**src/rtl/sc_alu_pkg.sv**
```systemverilog
package sc_alu_pkg;

    localparam int OPC_W = 4;

    typedef enum logic [OPC_W-1:0] {
        OP_ADD  = 4'b0000,
        OP_SUBA = 4'b0001,
        OP_SUBB = 4'b0010,
        OP_PSA  = 4'b0100,
        OP_PSB  = 4'b0101,
        OP_NGA  = 4'b0110,
        OP_NGB  = 4'b0111,
        OP_SHL  = 4'b1000,
        OP_SHR  = 4'b1001,
        OP_ROL  = 4'b1010,
        OP_ROR  = 4'b1011,
        OP_ZERO = 4'b1110,
        OP_ONES = 4'b1111
    } alu_op_e;

    typedef enum logic [0:0] {
        ST_IDLE   = 1'b0,
        ST_ANSWER = 1'b1
    } ctrl_state_e;

endpackage

```
**src/rtl/sc_alu_arith.sv**
```systemverilog
module sc_alu_arith
    import sc_alu_pkg::*;
#(
    parameter int W = 8
) (
    input  logic [W-1:0]     a_i,
    input  logic [W-1:0]     b_i,
    input  logic [OPC_W-1:0] op_i,
    output logic [W-1:0]     res_o,
    output logic             msb_o,
    output logic             hit_o
);
    localparam int XW = W + 1;

    logic [XW-1:0] ax, bx, sum;

    assign ax = {a_i[W-1], a_i};
    assign bx = {b_i[W-1], b_i};

    always_comb begin
        sum   = '0;
        hit_o = 1'b1;
        unique case (op_i)
            OP_ADD:  sum = ax + bx;
            OP_SUBA: sum = ax - bx;
            OP_SUBB: sum = bx - ax;
            OP_PSA:  sum = ax;
            OP_PSB:  sum = bx;
            OP_NGA:  sum = '0 - ax;
            OP_NGB:  sum = '0 - bx;
            default: hit_o = 1'b0;
        endcase
    end

    assign res_o = sum[W-1:0];
    assign msb_o = sum[XW-1];

endmodule

```
**src/rtl/sc_alu_shift.sv**
```systemverilog
module sc_alu_shift
    import sc_alu_pkg::*;
#(
    parameter int W = 8
) (
    input  logic [W-1:0]     a_i,
    input  logic [OPC_W-1:0] op_i,
    output logic [W-1:0]     res_o,
    output logic             out_bit_o,
    output logic             hit_o
);
    always_comb begin
        res_o     = '0;
        out_bit_o = 1'b0;
        hit_o     = 1'b1;
        unique case (op_i)
            OP_SHL: begin
                res_o     = {a_i[W-2:0], 1'b0};
                out_bit_o = a_i[W-1];
            end
            OP_SHR: res_o = {1'b0, a_i[W-1:1]};
            OP_ROL: begin
                res_o     = {a_i[W-2:0], a_i[W-1]};
                out_bit_o = a_i[W-1];
            end
            OP_ROR: res_o = {a_i[0], a_i[W-1:1]};
            default: hit_o = 1'b0;
        endcase
    end

endmodule

```
**src/rtl/sc_alu_ctrl.sv**
```systemverilog
module sc_alu_ctrl
    import sc_alu_pkg::*;
(
    input  logic clk_i,
    input  logic rst_i,
    input  logic start_i,
    output logic load_o,
    output logic done_o
);
    ctrl_state_e state_q, state_d;

    always_ff @(posedge clk_i) begin
        if (rst_i) state_q <= ST_IDLE;
        else       state_q <= state_d;
    end

    always_comb begin
        state_d = state_q;
        unique case (state_q)
            ST_IDLE:   if (start_i) state_d = ST_ANSWER;
            ST_ANSWER: if (!start_i) state_d = ST_IDLE;
            default:   state_d = ST_IDLE;
        endcase
    end

    always_comb begin
        load_o = start_i;
        done_o = (state_q == ST_ANSWER);
    end

    // every strobe is preceded by a request, every request answered
    assert_done_after_start_R8: assert property (@(posedge clk_i) disable iff (rst_i)
        done_o |-> $past(start_i));
    assert_start_answered_R8: assert property (@(posedge clk_i) disable iff (rst_i)
        start_i |=> done_o);

endmodule

```
**src/rtl/sc_alu.sv**
```systemverilog
module sc_alu
    import sc_alu_pkg::*;
#(
    parameter int W = 8
) (
    input  logic             clk_i,
    input  logic             rst_i,
    input  logic             start_i,
    input  logic [W-1:0]     opa_i,
    input  logic [W-1:0]     opb_i,
    input  logic [OPC_W-1:0] opcode_i,
    output logic [W-1:0]     result_o,
    output logic             carry_o,
    output logic             done_o
);
    logic [W-1:0] ar_res, sh_res, sel_res;
    logic         ar_msb, ar_hit, sh_bit, sh_hit, sel_bit, load;

    sc_alu_arith #(.W(W)) i_arith (
        .a_i(opa_i), .b_i(opb_i), .op_i(opcode_i),
        .res_o(ar_res), .msb_o(ar_msb), .hit_o(ar_hit)
    );

    sc_alu_shift #(.W(W)) i_shift (
        .a_i(opa_i), .op_i(opcode_i),
        .res_o(sh_res), .out_bit_o(sh_bit), .hit_o(sh_hit)
    );

    sc_alu_ctrl i_ctrl (
        .clk_i(clk_i), .rst_i(rst_i), .start_i(start_i),
        .load_o(load), .done_o(done_o)
    );

    always_comb begin
        if (ar_hit) begin
            sel_res = ar_res;
            sel_bit = ar_msb;
        end else if (sh_hit) begin
            sel_res = sh_res;
            sel_bit = sh_bit;
        end else if (opcode_i == OP_ONES) begin
            sel_res = '1;
            sel_bit = 1'b1;
        end else begin
            sel_res = '0;
            sel_bit = 1'b0;
        end
    end

    always_ff @(posedge clk_i) begin
        if (rst_i) begin
            result_o <= '0;
            carry_o  <= 1'b0;
        end else if (load) begin
            result_o <= sel_res;
            carry_o  <= sel_bit;
        end
    end

    assert_reset_clear_R1: assert property (@(posedge clk_i)
        rst_i |=> (result_o == '0 && !carry_o && !done_o));
    assert_hold_idle_R9: assert property (@(posedge clk_i) disable iff (rst_i)
        !start_i |=> ($stable(result_o) && $stable(carry_o)));
    assert_shr_ror_carry_R4: assert property (@(posedge clk_i) disable iff (rst_i)
        (start_i && (opcode_i == OP_SHR || opcode_i == OP_ROR)) |=> !carry_o);
    assert_ones_fill_R6: assert property (@(posedge clk_i) disable iff (rst_i)
        (start_i && opcode_i == OP_ONES) |=> (result_o == '1 && carry_o));
    assert_unused_zero_R7: assert property (@(posedge clk_i) disable iff (rst_i)
        (start_i && (opcode_i == 4'b0011 || opcode_i == 4'b1100 || opcode_i == 4'b1101))
        |=> (result_o == '0 && !carry_o));

endmodule

```
**config.mk**
```make
export PLATFORM = sky130hd
export DESIGN_NAME = sc_alu
export DESIGN_NICKNAME = d
export VERILOG_FILES = /design/src/rtl/sc_alu_pkg.sv /design/src/rtl/sc_alu_arith.sv /design/src/rtl/sc_alu_shift.sv /design/src/rtl/sc_alu_ctrl.sv /design/src/rtl/sc_alu.sv
export SDC_FILE = /design/constraint.sdc
export NUM_CORES = 1
export LEC_CHECK = 0
export BUFFER_PORTS_ARGS = -buffer_cell sky130_fd_sc_hd__buf_2
export CAP_MARGIN = 10
export CORE_MARGIN = 2
export CORE_UTILIZATION = 40
export DETAILED_ROUTE_END_ITERATION = 8
export PLACE_DENSITY_LB_ADDON = 0.3
export SETUP_SLACK_MARGIN = 0.1
export SYNTH_ARGS = -nofsm -noshare
export SYNTH_HDL_FRONTEND = slang
export SYNTH_HIERARCHICAL = 1
export SYNTH_SLANG_ARGS = --single-unit
```
**constraint.sdc**
```tcl
create_clock -name clk_i -period 8.1 [get_ports clk_i]
set_input_delay 0.81 -clock clk_i [delete_from_list [all_inputs] [get_ports clk_i]]
set_output_delay 0.81 -clock clk_i [all_outputs]
set_load 0.005 [all_outputs]
```
==> flow_summary.json, run 1 <==
{
  "fp.coreArea_um2": 5110,
  "cpPeakStageDelay_ns": 0.60,
  "p_int_uw": 145,
  "timing.final.max_slew_violations": 0,
  "final_nets": 339,
  "ctsLongestPathBuffers": 2,
  "timing.max_cap.violations": 0,
  "drive_above_1_share_pct": 18.4,
  "route.vias.total": 2083,
  "final_period_minus_worst_setup_slack_ns": 3.95,
  "setup_repair_after_global_routing_missed_its_margin": "false",
  "synthesized_flop_and_latch_total": 10,
  "timing.critical_path.slowest_stage_cell": "sky130_fd_sc_hd__nor4b_4",
  "setup-violations-final": 0,
  "drt_drc_violations_left": 0,
  "postRouteWirelength_um": 5780,
  "highest_count_cells_in_the_layout_ignoring_fill_and_taps": "32 x sky130_fd_sc_hd__buf_2, 27 x sky130_fd_sc_hd__nor2_1, 20 x sky130_fd_sc_hd__nand2_1",
  "power.switching_fraction_pct": 40.9,
  "die-width_um": 76.9,
  "antenna_found_initial": 0,
  "power.density_cell_area_nw_per_um2": 106,
  "detailedRoute.firstPassIterationCount": 4,
  "chipHeight_um": 76.9,
  "run_status": "complete, no violations",
  "synth-main-ff-cell": "sky130_fd_sc_hd__dfxtp_1",
  "clock_insertion_delay_worst_skew_ns": 0.23,
  "yosys-top-cells-area": "sky130_fd_sc_hd__ha_1 11%, sky130_fd_sc_hd__dfxtp_1 9.4%, sky130_fd_sc_hd__xnor2_1 7.8%",
  "comb_power_share_pct": 57.1,
  "critical_path_peak_fanout": 31,
  "worstHoldPathType": "register to register",
  "grt_pass1_wl_um": 9840,
  "final_core_utilization_pct": 45.4,
  "cts_num_sinks": 10,
  "via_per_inst": 5.72,
  "timing_worst_setup_path_type": "primary input to register",
  "clock_slew_at_the_register_clock_pins_of_the_worst_setup_and_hold_paths_ns": 0.05,
  "combined_flip_flop_and_latch_cell_area_um2": 200,
  "cts-resized-gates": 0,
  "timing.critical_path.to_type": "register",
  "slew-limit-headroom_pct": 48.5,
  "synth.yosys.warnings": 6,
  "design.die.area_um2": 5920,
  "synth_area_um2": 2130,
  "rows": 26,
  "critPathBufInv": 1,
  "crit_required_ns": 8.25,
  "clock_skew_ns": 0,
  "synth_fp_nets": 315,
  "first_global_vias": 1990,
  "commonest_non_fill_non_tap_cell_in_the_layout": "sky130_fd_sc_hd__buf_2",
  "yosys.area.top_type": "sky130_fd_sc_hd__ha_1",
  "clock_tree_from_tritoncts": "built",
  "grt_use_total_pct": 20.1,
  "peakVddDrop_v": 0.0000536,
  "finalSetupTns_ns": 0,
  "timing.critical_path.max_delay_family": "simple AND/OR/NAND/NOR gates",
  "ordered_list_of_cells_on_the_worst_path": "buf_2 -> nor4b_4 -> mux2i_1 -> fa_1 -> a21o_1 -> a221o_1 -> nor4_1 -> nor3_4 -> xnor2_1 -> o221ai_1 -> o22ai_1 -> a211oi_1",
  "initial_core_util_pct": 41.7,
  "detailedRoute.firstIterationViolations": 139,
  "cts_hold_repair.buffers": 0,
  "h-tree-depth": 1,
  "synth.avg_cell_area_um2": 7.82,
  "net-switching-power_uw": 100,
  "critPathLaunchType": "primary input",
  "final-hold-violation-count": 0,
  "synth_top_cell_area_share_pct": 10.6,
  "grt_start_max_net_pins": 32,
  "clk_root_buffer_cell": "sky130_fd_sc_hd__clkbuf_8",
  "detailedPlacementHpwl_um": 4620,
  "timing_worst_slew_pin_value_ns": 0.766,
  "power.clock.fraction_pct": 20.6,
  "relative_area_change_from_synthesis_to_final_layout_pct": 9.05,
  "overflow": 0,
  "postCtsSetupBuffers": 0,
  "final_gp_congestion": 0.840,
  "post-route-period-util_pct": 48.8,
  "holdWs_ns": 0.549,
  "diodes": 0,
  "synth_unique_cells": 64,
  "asyncSetResetFlopFracSynth_pct": 0,
  "fillers": 540,
  "tritoncts.num_buffers": 3,
  "synth_edf_count": 0,
  "worst_ep_arrival_time_ns": 4.10,
  "share_seq_of_total_power_pct": 22.3,
  "boundaryPins": 33,
  "multi_input_area_um2": 1780,
  "max_freq_mhz": 253,
  "synth_cells": 272,
  "route.detailed.wl_per_inst_um": 15.9,
  "ys_seq_area_share_pct": 9.41,
  "detail-route-antenna-nets": 0,
  "portbufs": 32,
  "total_leakage_power_uw": 0.000963
}
## per-layer routing
layer,GRT usage [%],routed length (um)
met4,3.45,23
met5,0,0
met1,26.6,2770
met2,35.1,2720
met3,2.47,255
## through the flow
stage | cell area (um2) | setup WS [ns] | power (uW) | instances
finish | 2320 | 4.15 | 245 | 364
global placement | 2280 | 3.99 | 193 | 361
global route | 2320 | 3.86 | 262 | 364
CTS | 2320 | 4.11 | 245 | 364
detailed placement | 2280 | 3.87 | 195 | 361
floorplan | 2130 | 4.49 | 159 | 272
## cells by family (layout without fill, tap and decap cells)
| kind of cell | after synthesis | count (layout) | synth area share [%] |
|---|---|---|---|
| simple gates | 98 | 98 | 26.9 |
| compound gates | 76 | 76 | 25.6 |
| buf+inv | 27 | 49 | 7.00 |
| xor+xnor | 24 | 24 | 9.88 |
| fa+ha+maj | 20 | 20 | 12.5 |
| mux | 17 | 17 | 8.76 |
| flops | 10 | 10 | 9.41 |
## area by class of cell
type,instances,share of cell area (%)
multi-input cells,235,76.7
flip-flops and latches,10,8.63
repair buffers,32,6.90
well taps,70,3.77
inverters,14,2.26
clock buffers,3,1.78
## cells in the mapped netlist (6+ instances only)
| library cell | count |
|---|---|
| sky130_fd_sc_hd__inv_1 | 14 |
| sky130_fd_sc_hd__xnor2_1 | 19 |
| sky130_fd_sc_hd__o21ai_0 | 10 |
| sky130_fd_sc_hd__nor3_1 | 7 |
| sky130_fd_sc_hd__o22ai_1 | 11 |
| sky130_fd_sc_hd__a211oi_1 | 10 |
| sky130_fd_sc_hd__ha_1 | 18 |
| sky130_fd_sc_hd__dfxtp_1 | 10 |
| sky130_fd_sc_hd__mux2i_1 | 15 |
| sky130_fd_sc_hd__nor2b_1 | 6 |
| sky130_fd_sc_hd__nand3_1 | 8 |
| sky130_fd_sc_hd__nand2_1 | 20 |
| sky130_fd_sc_hd__a21oi_1 | 12 |
| sky130_fd_sc_hd__nor2_1 | 27 |
## power groups by stage
stage / registers [uW] / logic, uW / clock network [uW]
CTS: 54.8 / 140 / 51.2
finish: 54.8 / 140 / 50.5
floorplan: 56.1 / 103 / 0
global route: 55.2 / 155 / 51.3
detailed placement: 55.8 / 139 / 0
global placement: 55.6 / 137 / 0
## path summary, 6_finish.rpt
kind / to / cells after the start / startpoint / slack [ns]
max: carry_o$_SDFFE_PP0P_ / 12 / opcode_i[0] / 4.15
min: result_o[6]$_SDFFE_PP0P_ / 2 / result_o[6]$_SDFFE_PP0P_ / 0.55
max reg2reg: result_o[0]$_SDFFE_PP0P_ / 2 / result_o[0]$_SDFFE_PP0P_ / 7.38
min reg2reg: result_o[6]$_SDFFE_PP0P_ / 2 / result_o[6]$_SDFFE_PP0P_ / 0.55
## flip-flops by register name, indices dropped and copies added, names as in the netlist
name	count
carry_o	1
i_ctrl/done_o	1
result_o	8
## worst reg2reg max path, stage by stage, from the launching register on
cell,delay (ns)
sky130_fd_sc_hd__dfxtp_1,0.33
sky130_fd_sc_hd__o22ai_1,0.08
sky130_fd_sc_hd__a211oi_1,0.23
Note: power is estimated with default switching activity, not from simulation.
==> run 2: changes to the inputs <==
--- a/config.mk
+++ b/config.mk
@@ -5,6 +5,7 @@
 export SDC_FILE = /design/constraint.sdc
 export NUM_CORES = 1
 export LEC_CHECK = 0
+export ABC_AREA = 1
 export BUFFER_PORTS_ARGS = -buffer_cell sky130_fd_sc_hd__buf_2
 export CAP_MARGIN = 10
 export CORE_MARGIN = 2
==> constraint.sdc (replaced) <==
create_clock -name clk_i -period 3.7 [get_ports clk_i]
set_input_delay 0.37 -clock clk_i [delete_from_list [all_inputs] [get_ports clk_i]]
set_output_delay 0.37 -clock clk_i [all_outputs]
set_load 0.005 [all_outputs]
==> run 2 against run 1 <==
Die area grew 6.8%. Core utilization grew 0.30 points. Register-to-register slack lost 4.4 ns. Highest routed layer unchanged. Worst hold slack lost 0.23 ns. Wire length grew 13%. Via count grew 28%. Combinational power grew 120%. Synthesized cell count grew 50%. Clock skew is the same. First-iteration DRC count grew 41%.
==> flow_summary.json, run 2 <==
{
  "initial_core_util_pct": 41.4,
  "drive_above_1_share_pct": 15.6,
  "detail-route-antenna-nets": 0,
  "final_worst_setup_slack_ns": 0.848,
  "largest_register_ffs": 8,
  "register_name_with_the_most_flops": "result_o",
  "synth_area_um2": 2280,
  "detailedRoute.firstPassIterationCount": 5,
  "h-tree-depth": 1,
  "yosys.area.top_type": "sky130_fd_sc_hd__nand2_1",
  "timing.critical_path.slowest_stage_cell": "sky130_fd_sc_hd__ha_1",
  "peakVddDrop_v": 0.000160,
  "slew-limit-headroom_pct": 56.8,
  "portbufs": 32,
  "timing.rr.start": "result_o[4]$_SDFFE_PP0P_",
  "power.clock.fraction_pct": 24.6,
  "boundaryPins": 33,
  "cts_hold_repair.buffers": 0,
  "via_per_inst": 5.22,
  "critical_path_peak_fanout": 13,
  "route.vias.total": 2659,
  "ys_seq_area_share_pct": 8.77,
  "relative_area_change_from_synthesis_to_final_layout_pct": 10.4,
  "critPathLaunchType": "primary input",
  "grt_use_total_pct": 21.0,
  "reg_to_reg_endpoint": "result_o[4]$_SDFFE_PP0P_",
  "chipHeight_um": 79.5,
  "antenna_found_initial": 0,
  "hold-path-endpoint": "i_ctrl/done_o$_SDFF_PP0_",
  "synth.yosys.warnings": 6,
  "finalSetupTns_ns": 0,
  "setup-violations-final": 0,
  "clock_insertion_delay_worst_skew_ns": 0.24,
  "synth_top_cell_area_share_pct": 20.7,
  "worst_ep_arrival_time_ns": 3.03,
  "timing_worst_slew_pin_value_ns": 0.644,
  "total_leakage_power_uw": 0.00140,
  "grt_pass1_wl_um": 10700,
  "clock_slew_at_the_register_clock_pins_of_the_worst_setup_and_hold_paths_ns": 0.05,
  "detailedPlace.worstSlack_ns": 0.622,
  "final_period_minus_worst_setup_slack_ns": 2.85,
  "setup_repair_after_global_routing_missed_its_margin": "false",
  "post-route-period-util_pct": 77.1,
  "timing.final.max_slew_violations": 0,
  "critical_path.most_common_cell": "sky130_fd_sc_hd__nand2_1",
  "yosysMostFrequentCell": "sky130_fd_sc_hd__nand2_1",
  "worstHoldPathType": "primary input to register",
  "detailedRoute.firstIterationViolations": 196,
  "timing_worst_setup_path_type": "primary input to register",
  "cts-resized-gates": 0,
  "clock_tree_from_tritoncts": "built",
  "share_seq_of_total_power_pct": 21.3,
  "synth.avg_cell_area_um2": 5.59,
  "p_int_uw": 318,
  "overflow": 0,
  "final_gp_congestion": 0.918,
  "synth_edf_count": 0,
  "crit_required_ns": 3.87,
  "max_freq_mhz": 351,
  "die-width_um": 79.5,
  "final_nets": 481,
  "synth_unique_cells": 36,
  "drt_drc_violations_left": 0,
  "asyncSetResetFlopFracSynth_pct": 0,
  "diodes": 0,
  "fp.coreArea_um2": 5510,
  "clock_skew_ns": 0,
  "hold_start": "rst_i",
  "comb_power_share_pct": 54.2,
  "grt_start_max_net_pins": 28,
  "synth_fp_nets": 451,
  "final-hold-violation-count": 0,
  "cts_num_sinks": 10,
  "rrSetupSlack_ns": 3.03,
  "post_synth_most_frequent_cells": "126 x sky130_fd_sc_hd__nand2_1, 62 x sky130_fd_sc_hd__inv_1, 47 x sky130_fd_sc_hd__nand3_1",
  "postRouteWirelength_um": 6500,
  "net-switching-power_uw": 244,
  "timing.critical_path.to_type": "register",
  "timing.max_cap.violations": 0,
  "placed_cell_area_um2": 2460,
  "ordered_list_of_cells_on_the_worst_path": "buf_2 -> inv_1 -> nand2_1 -> nor2_2 -> inv_1 -> nand2_1 -> xor2_1 -> inv_1 -> ha_1 -> nand2_1 -> or2_2 -> nand3_1 -> nand3b_1 -> nand3_1 -> nand2_1 -> inv_1 -> nand2_1 -> nand2_1 -> a21oi_2",
  "postCtsSetupBuffers": 0,
  "highest_count_cells_in_the_layout_ignoring_fill_and_taps": "126 x sky130_fd_sc_hd__nand2_1, 62 x sky130_fd_sc_hd__inv_1, 47 x sky130_fd_sc_hd__nand3_1",
  "commonest_non_fill_non_tap_cell_in_the_layout": "sky130_fd_sc_hd__nand2_1",
  "whs_path_depth": 2,
  "cpPeakStageDelay_ns": 0.37,
  "tritoncts.num_buffers": 3,
  "synth_cells": 408,
  "post_route_standard_cell_area_excluding_fillers_um2": 2520,
  "clk_root_buffer_cell": "sky130_fd_sc_hd__clkbuf_8",
  "yosys-top-cells-area": "sky130_fd_sc_hd__nand2_1 21%, sky130_fd_sc_hd__nand3_1 10%, sky130_fd_sc_hd__inv_1 10%",
  "ctsLongestPathBuffers": 2,
  "power.switching_fraction_pct": 43.4,
  "detailedPlacementHpwl_um": 5350,
  "rows": 27,
  "power.density_cell_area_nw_per_um2": 223,
  "design.die.area_um2": 6330,
  "first_global_vias": 2361,
  "dp.cells": 505,
  "synth-main-ff-cell": "sky130_fd_sc_hd__dfxtp_1",
  "synthesized_flop_and_latch_total": 10,
  "route.detailed.wl_per_inst_um": 12.8,
  "layout.cells.non_filler": 509,
  "worst_r2r_path_depth": 2,
  "run_status": "complete, no violations",
  "final_core_utilization_pct": 45.7
}
==> run 2: cell count changes in the layout (fill, tap and decap cells not counted), moves of 6 or more <==
cell	previous run	this run
sky130_fd_sc_hd__mux2i_1	15	0
sky130_fd_sc_hd__nand3_1	8	47
sky130_fd_sc_hd__nand2_1	20	126
sky130_fd_sc_hd__nor2_2	0	6
sky130_fd_sc_hd__xnor2_1	19	0
sky130_fd_sc_hd__a211oi_1	10	1
sky130_fd_sc_hd__nor2b_1	6	0
sky130_fd_sc_hd__inv_1	14	62
sky130_fd_sc_hd__o22ai_1	11	3
sky130_fd_sc_hd__nand4_1	1	7
sky130_fd_sc_hd__a21oi_2	1	9
sky130_fd_sc_hd__o21ai_0	10	17
sky130_fd_sc_hd__a21oi_1	12	22
==> run 2: worst max-delay path, delay by kind of cell <==
kind | cells | cell delay (ns)
and+or+nand+nor | 11 | 1.46
buffers and inverters | 5 | 0.54
adders and majority gates | 1 | 0.37
xor gates and xnor gates | 1 | 0.17
AOI/OAI and AO/OA | 1 | 0.10
==> run 2: cells by family (layout without fill, tap and decap cells) <==
logic type               count (synthesis)  after routing  synth area share [%]
buffers and inverters                   73            102                  14.0
AND/OR/NAND/NOR                        230            230                  44.8
XOR/XNOR                                 6              6                  2.30
flip-flops                              10             10                  8.77
AO/OA/AOI/OAI                           69             69                  18.5
adder cells (fa/ha/maj)                 20             20                  11.6
==> run 2: worst max-delay path by stage <==
stage / start / end / slack, ns / depth (start not counted)
3_5_place_dp: opcode_i[0] / carry_o$_SDFFE_PP0P_ / 0.62 / 19
5_1_grt: opcode_i[0] / result_o[7]$_SDFFE_PP0P_ / 0.58 / 20
6_report: opcode_i[0] / carry_o$_SDFFE_PP0P_ / 0.85 / 19
4_1_cts: opcode_i[0] / carry_o$_SDFFE_PP0P_ / 0.85 / 19
2_1_floorplan: opcode_i[2] / carry_o$_SDFFE_PP0P_ / 1.27 / 18
3_3_place_gp: opcode_i[0] / carry_o$_SDFFE_PP0P_ / 0.71 / 19
==> run 2: per-stage QoR <==
| stage | total power [uW] | hold slack, ns |
|---|---|---|
| after floorplan | 345 | 0.437 |
| after global placement | 417 | 0.502 |
| after detailed placement | 422 | 0.515 |
| after CTS | 561 | 0.314 |
| after global routing | 613 | 0.323 |
| final | 562 | 0.317 |
==> run 2: cell type report <==
cell class,count,area (um2)
Fill cell,627,2990
Multi-Input combinational cell,325,1760
Inverter,65,244
Sequential cell,10,200
Timing Repair Buffer,33,168
Tap cell,72,90.1
Clock buffer,4,55.1
==> run 2: power groups by stage <==
| stage | clock [uW] | combinational (uW) | sequential, uW |
|---|---|---|---|
| after floorplan | 0 | 223 | 123 |
| after global placement | 0 | 296 | 122 |
| after detailed placement | 0 | 300 | 122 |
| after global routing | 147 | 346 | 120 |
| final | 138 | 304 | 119 |
| after CTS | 140 | 302 | 119 |
==> run 2: metal layers <==
layer  track usage [%]  routed length, um  vias up
met4              6.55                152        0
met5                 0                  0        -
met3              1.24                323       16
li1                  -                  -     1396
met2              36.5               2940       81
met1              27.7               3080     1166
==> run 3: changes to the inputs <==
--- a/config.mk
+++ b/config.mk
@@ -5,7 +5,7 @@
 export SDC_FILE = /design/constraint.sdc
 export NUM_CORES = 1
 export LEC_CHECK = 0
-export ABC_AREA = 1
+export ABC_AREA = 0
 export BUFFER_PORTS_ARGS = -buffer_cell sky130_fd_sc_hd__buf_2
 export CAP_MARGIN = 10
 export CORE_MARGIN = 2
==> constraint.sdc (replaced) <==
create_clock -name clk_i -period 2.62 [get_ports clk_i]
set_input_delay 0.262 -clock clk_i [delete_from_list [all_inputs] [get_ports clk_i]]
set_output_delay 0.262 -clock clk_i [all_outputs]
set_load 0.005 [all_outputs]
==> run 3 against run 2 <==
Setup slack got worse by 0.83 ns. First-iteration DRC count decreased by 52%. Highest routed layer unchanged. Design area is 12% higher. Largest power group unchanged. Non-clock buffer count rose by 44. Sequential power grew 42%. Wire length down 6.4%. Flip-flop and latch count unchanged.
==> flow_summary.json, run 3 (same netlist as run 1, synthesis figures left out) <==
{
  "run_status": "complete, no violations",
  "critPathLaunchType": "primary input",
  "timing.critical_path.max_delay_family": "compound AO/OA/AOI/OAI gates",
  "critical_path.most_common_cell": "sky130_fd_sc_hd__buf_6",
  "p_int_uw": 557,
  "h-tree-depth": 1,
  "timing.critical_path.to_type": "register",
  "route.vias.total": 2261,
  "grt_start_max_net_pins": 31,
  "highest_count_cells_in_the_layout_ignoring_fill_and_taps": "42 x sky130_fd_sc_hd__buf_4, 30 x sky130_fd_sc_hd__buf_2, 24 x sky130_fd_sc_hd__nor2_1",
  "comb_power_share_pct": 59.9,
  "final-hold-violation-count": 0,
  "detailedRoute.firstIterationViolations": 95,
  "antenna_found_initial": 0,
  "cpPeakStageDelay_ns": 0.41,
  "share_seq_of_total_power_pct": 18.8,
  "chipHeight_um": 76.9,
  "ctsLongestPathBuffers": 2,
  "commonest_non_fill_non_tap_cell_in_the_layout": "sky130_fd_sc_hd__buf_4",
  "register_name_with_the_most_flops": "result_o",
  "clock_insertion_delay_worst_skew_ns": 0.23,
  "critical_path_peak_fanout": 6,
  "dp.cells": 403,
  "boundaryPins": 33,
  "net-switching-power_uw": 346,
  "clock_skew_ns": 0,
  "tritoncts.num_buffers": 3,
  "grt_use_total_pct": 20.7,
  "grt_pass1_wl_um": 10100,
  "slew-limit-headroom_pct": 51.8,
  "cts_num_sinks": 10,
  "power.density_cell_area_nw_per_um2": 321,
  "timing.max_cap.violations": 0,
  "detailedRoute.firstPassIterationCount": 4,
  "via_per_inst": 5.51,
  "power.clock.fraction_pct": 21.4,
  "power.switching_fraction_pct": 38.3,
  "portbufs": 32,
  "fp.coreArea_um2": 5110,
  "first_global_vias": 2211,
  "final_nets": 384,
  "diodes": 0,
  "rows": 26,
  "worstHoldPathType": "primary input to register",
  "critPathBufInv": 3,
  "post-route-period-util_pct": 99.3,
  "peakVddDrop_v": 0.000211,
  "drt_drc_violations_left": 0,
  "final_period_minus_worst_setup_slack_ns": 2.60,
  "detailedPlace.worstSlack_ns": -0.307,
  "setup-violations-final": 0,
  "relative_area_change_from_synthesis_to_final_layout_pct": 32.0,
  "total_leakage_power_uw": 0.00123,
  "timing_worst_setup_path_type": "primary input to register",
  "largest_register_ffs": 8,
  "final_gp_congestion": 0.902,
  "die-width_um": 76.9,
  "clock_slew_at_the_register_clock_pins_of_the_worst_setup_and_hold_paths_ns": 0.05,
  "initial_core_util_pct": 41.7,
  "drive_above_1_share_pct": 34.7,
  "postRouteWirelength_um": 6080,
  "detailedPlacementHpwl_um": 4900,
  "clock_tree_from_tritoncts": "built",
  "ordered_list_of_cells_on_the_worst_path": "buf_6 -> nor4b_4 -> buf_6 -> a21oi_2 -> xnor2_1 -> ha_1 -> buf_6 -> a221o_1 -> nor4_4 -> nor3_4 -> xnor2_1 -> o221ai_1 -> o22ai_1 -> a211oi_1",
  "route.detailed.wl_per_inst_um": 14.8,
  "crit_required_ns": 2.77,
  "worst_ep_arrival_time_ns": 2.75,
  "timing.critical_path.slowest_stage_cell": "sky130_fd_sc_hd__a221o_1",
  "layout.cells.non_filler": 410,
  "final_worst_setup_slack_ns": 0.0195,
  "detail-route-antenna-nets": 0,
  "timing_worst_slew_pin_value_ns": 0.718,
  "timing.final.max_slew_violations": 0,
  "overflow": 0,
  "max_freq_mhz": 385,
  "setup_repair_after_global_routing_missed_its_margin": "true",
  "clk_root_buffer_cell": "sky130_fd_sc_hd__clkbuf_8",
  "design.die.area_um2": 5920
}
[run 3: changes by cell type in the layout (fill, tap and decap cells not counted), moves of 14 or more]
cell	delta
sky130_fd_sc_hd__mux2i_1	+14
sky130_fd_sc_hd__xnor2_1	+17
sky130_fd_sc_hd__inv_1	-48
sky130_fd_sc_hd__nand3_1	-39
sky130_fd_sc_hd__buf_4	+41
sky130_fd_sc_hd__nand2_1	-107
[run 3: worst register-to-register path: cells and delay by family (launching register included)]
kind / cells / cell delay, ns
flip-flops: 1 / 0.33
AO/OA/AOI/OAI: 2 / 0.30
[run 3: cell type report]
| type | count | area (um2) |
|---|---|---|
| Inverter | 14 | 52.6 |
| Sequential cell | 10 | 200 |
| Clock buffer | 4 | 55.1 |
| Timing Repair Buffer | 77 | 522 |
| Tap cell | 70 | 87.6 |
| Fill cell | 487 | 2300 |
| Multi-Input combinational cell | 235 | 1890 |
[run 3: stage by stage]
| stage | util [%] | hold WS, ns | instance area (um2) | TNS (ns) | total power [uW] |
|---|---|---|---|---|---|
| 6_report | 55.0 | 0.346 | 2810 | 0 | 903 |
| 3_3_place_gp | 51.3 | 0.524 | 2620 | -0.916 | 665 |
| 3_5_place_dp | 51.3 | 0.546 | 2620 | -1.14 | 671 |
| 4_1_cts | 53.9 | 0.342 | 2750 | -0.0280 | 884 |
| 2_1_floorplan | - | 0.326 | 2170 | -0.815 | 503 |
| 5_1_grt | 55.0 | 0.349 | 2810 | -0.507 | 961 |
[run 3: repair_timing]
action | CTS | global route
endpoints found under the setup margin | 4 | 4
setup buffers | 2 | 1
pin swaps | 17 | 10
resized for setup | 14 | 11
hold buffers | 0 | 0
hold endpoints to repair | 0 | 0
[run 3: power groups by stage]
stage	Clock [uW]	Sequential [uW]	Combinational, uW
final	193	169	541
after global routing	201	170	590
after CTS	197	169	518
after detailed placement	0	172	499
after global placement	0	172	493
after floorplan	0	173	330
[run 3: worst paths after layout]
path	cells past startpoint	end	from	slack [ns]
max	14	carry_o$_SDFFE_PP0P_	opcode_i[3]	0.02
min	2	i_ctrl/done_o$_SDFF_PP0_	rst_i	0.35
max reg2reg	2	result_o[7]$_SDFFE_PP0P_	result_o[7]$_SDFFE_PP0P_	1.90
min reg2reg	2	result_o[6]$_SDFFE_PP0P_	result_o[6]$_SDFFE_PP0P_	0.53
[run 3: layer usage]
layer	up-vias	part of all wire (%)	global-route usage, %
li1	1140	-	-
met1	1039	46	27.6
met2	68	47	35.1
met3	14	4.9	1.29
met4	0	1.8	7.27
met5	-	0	0
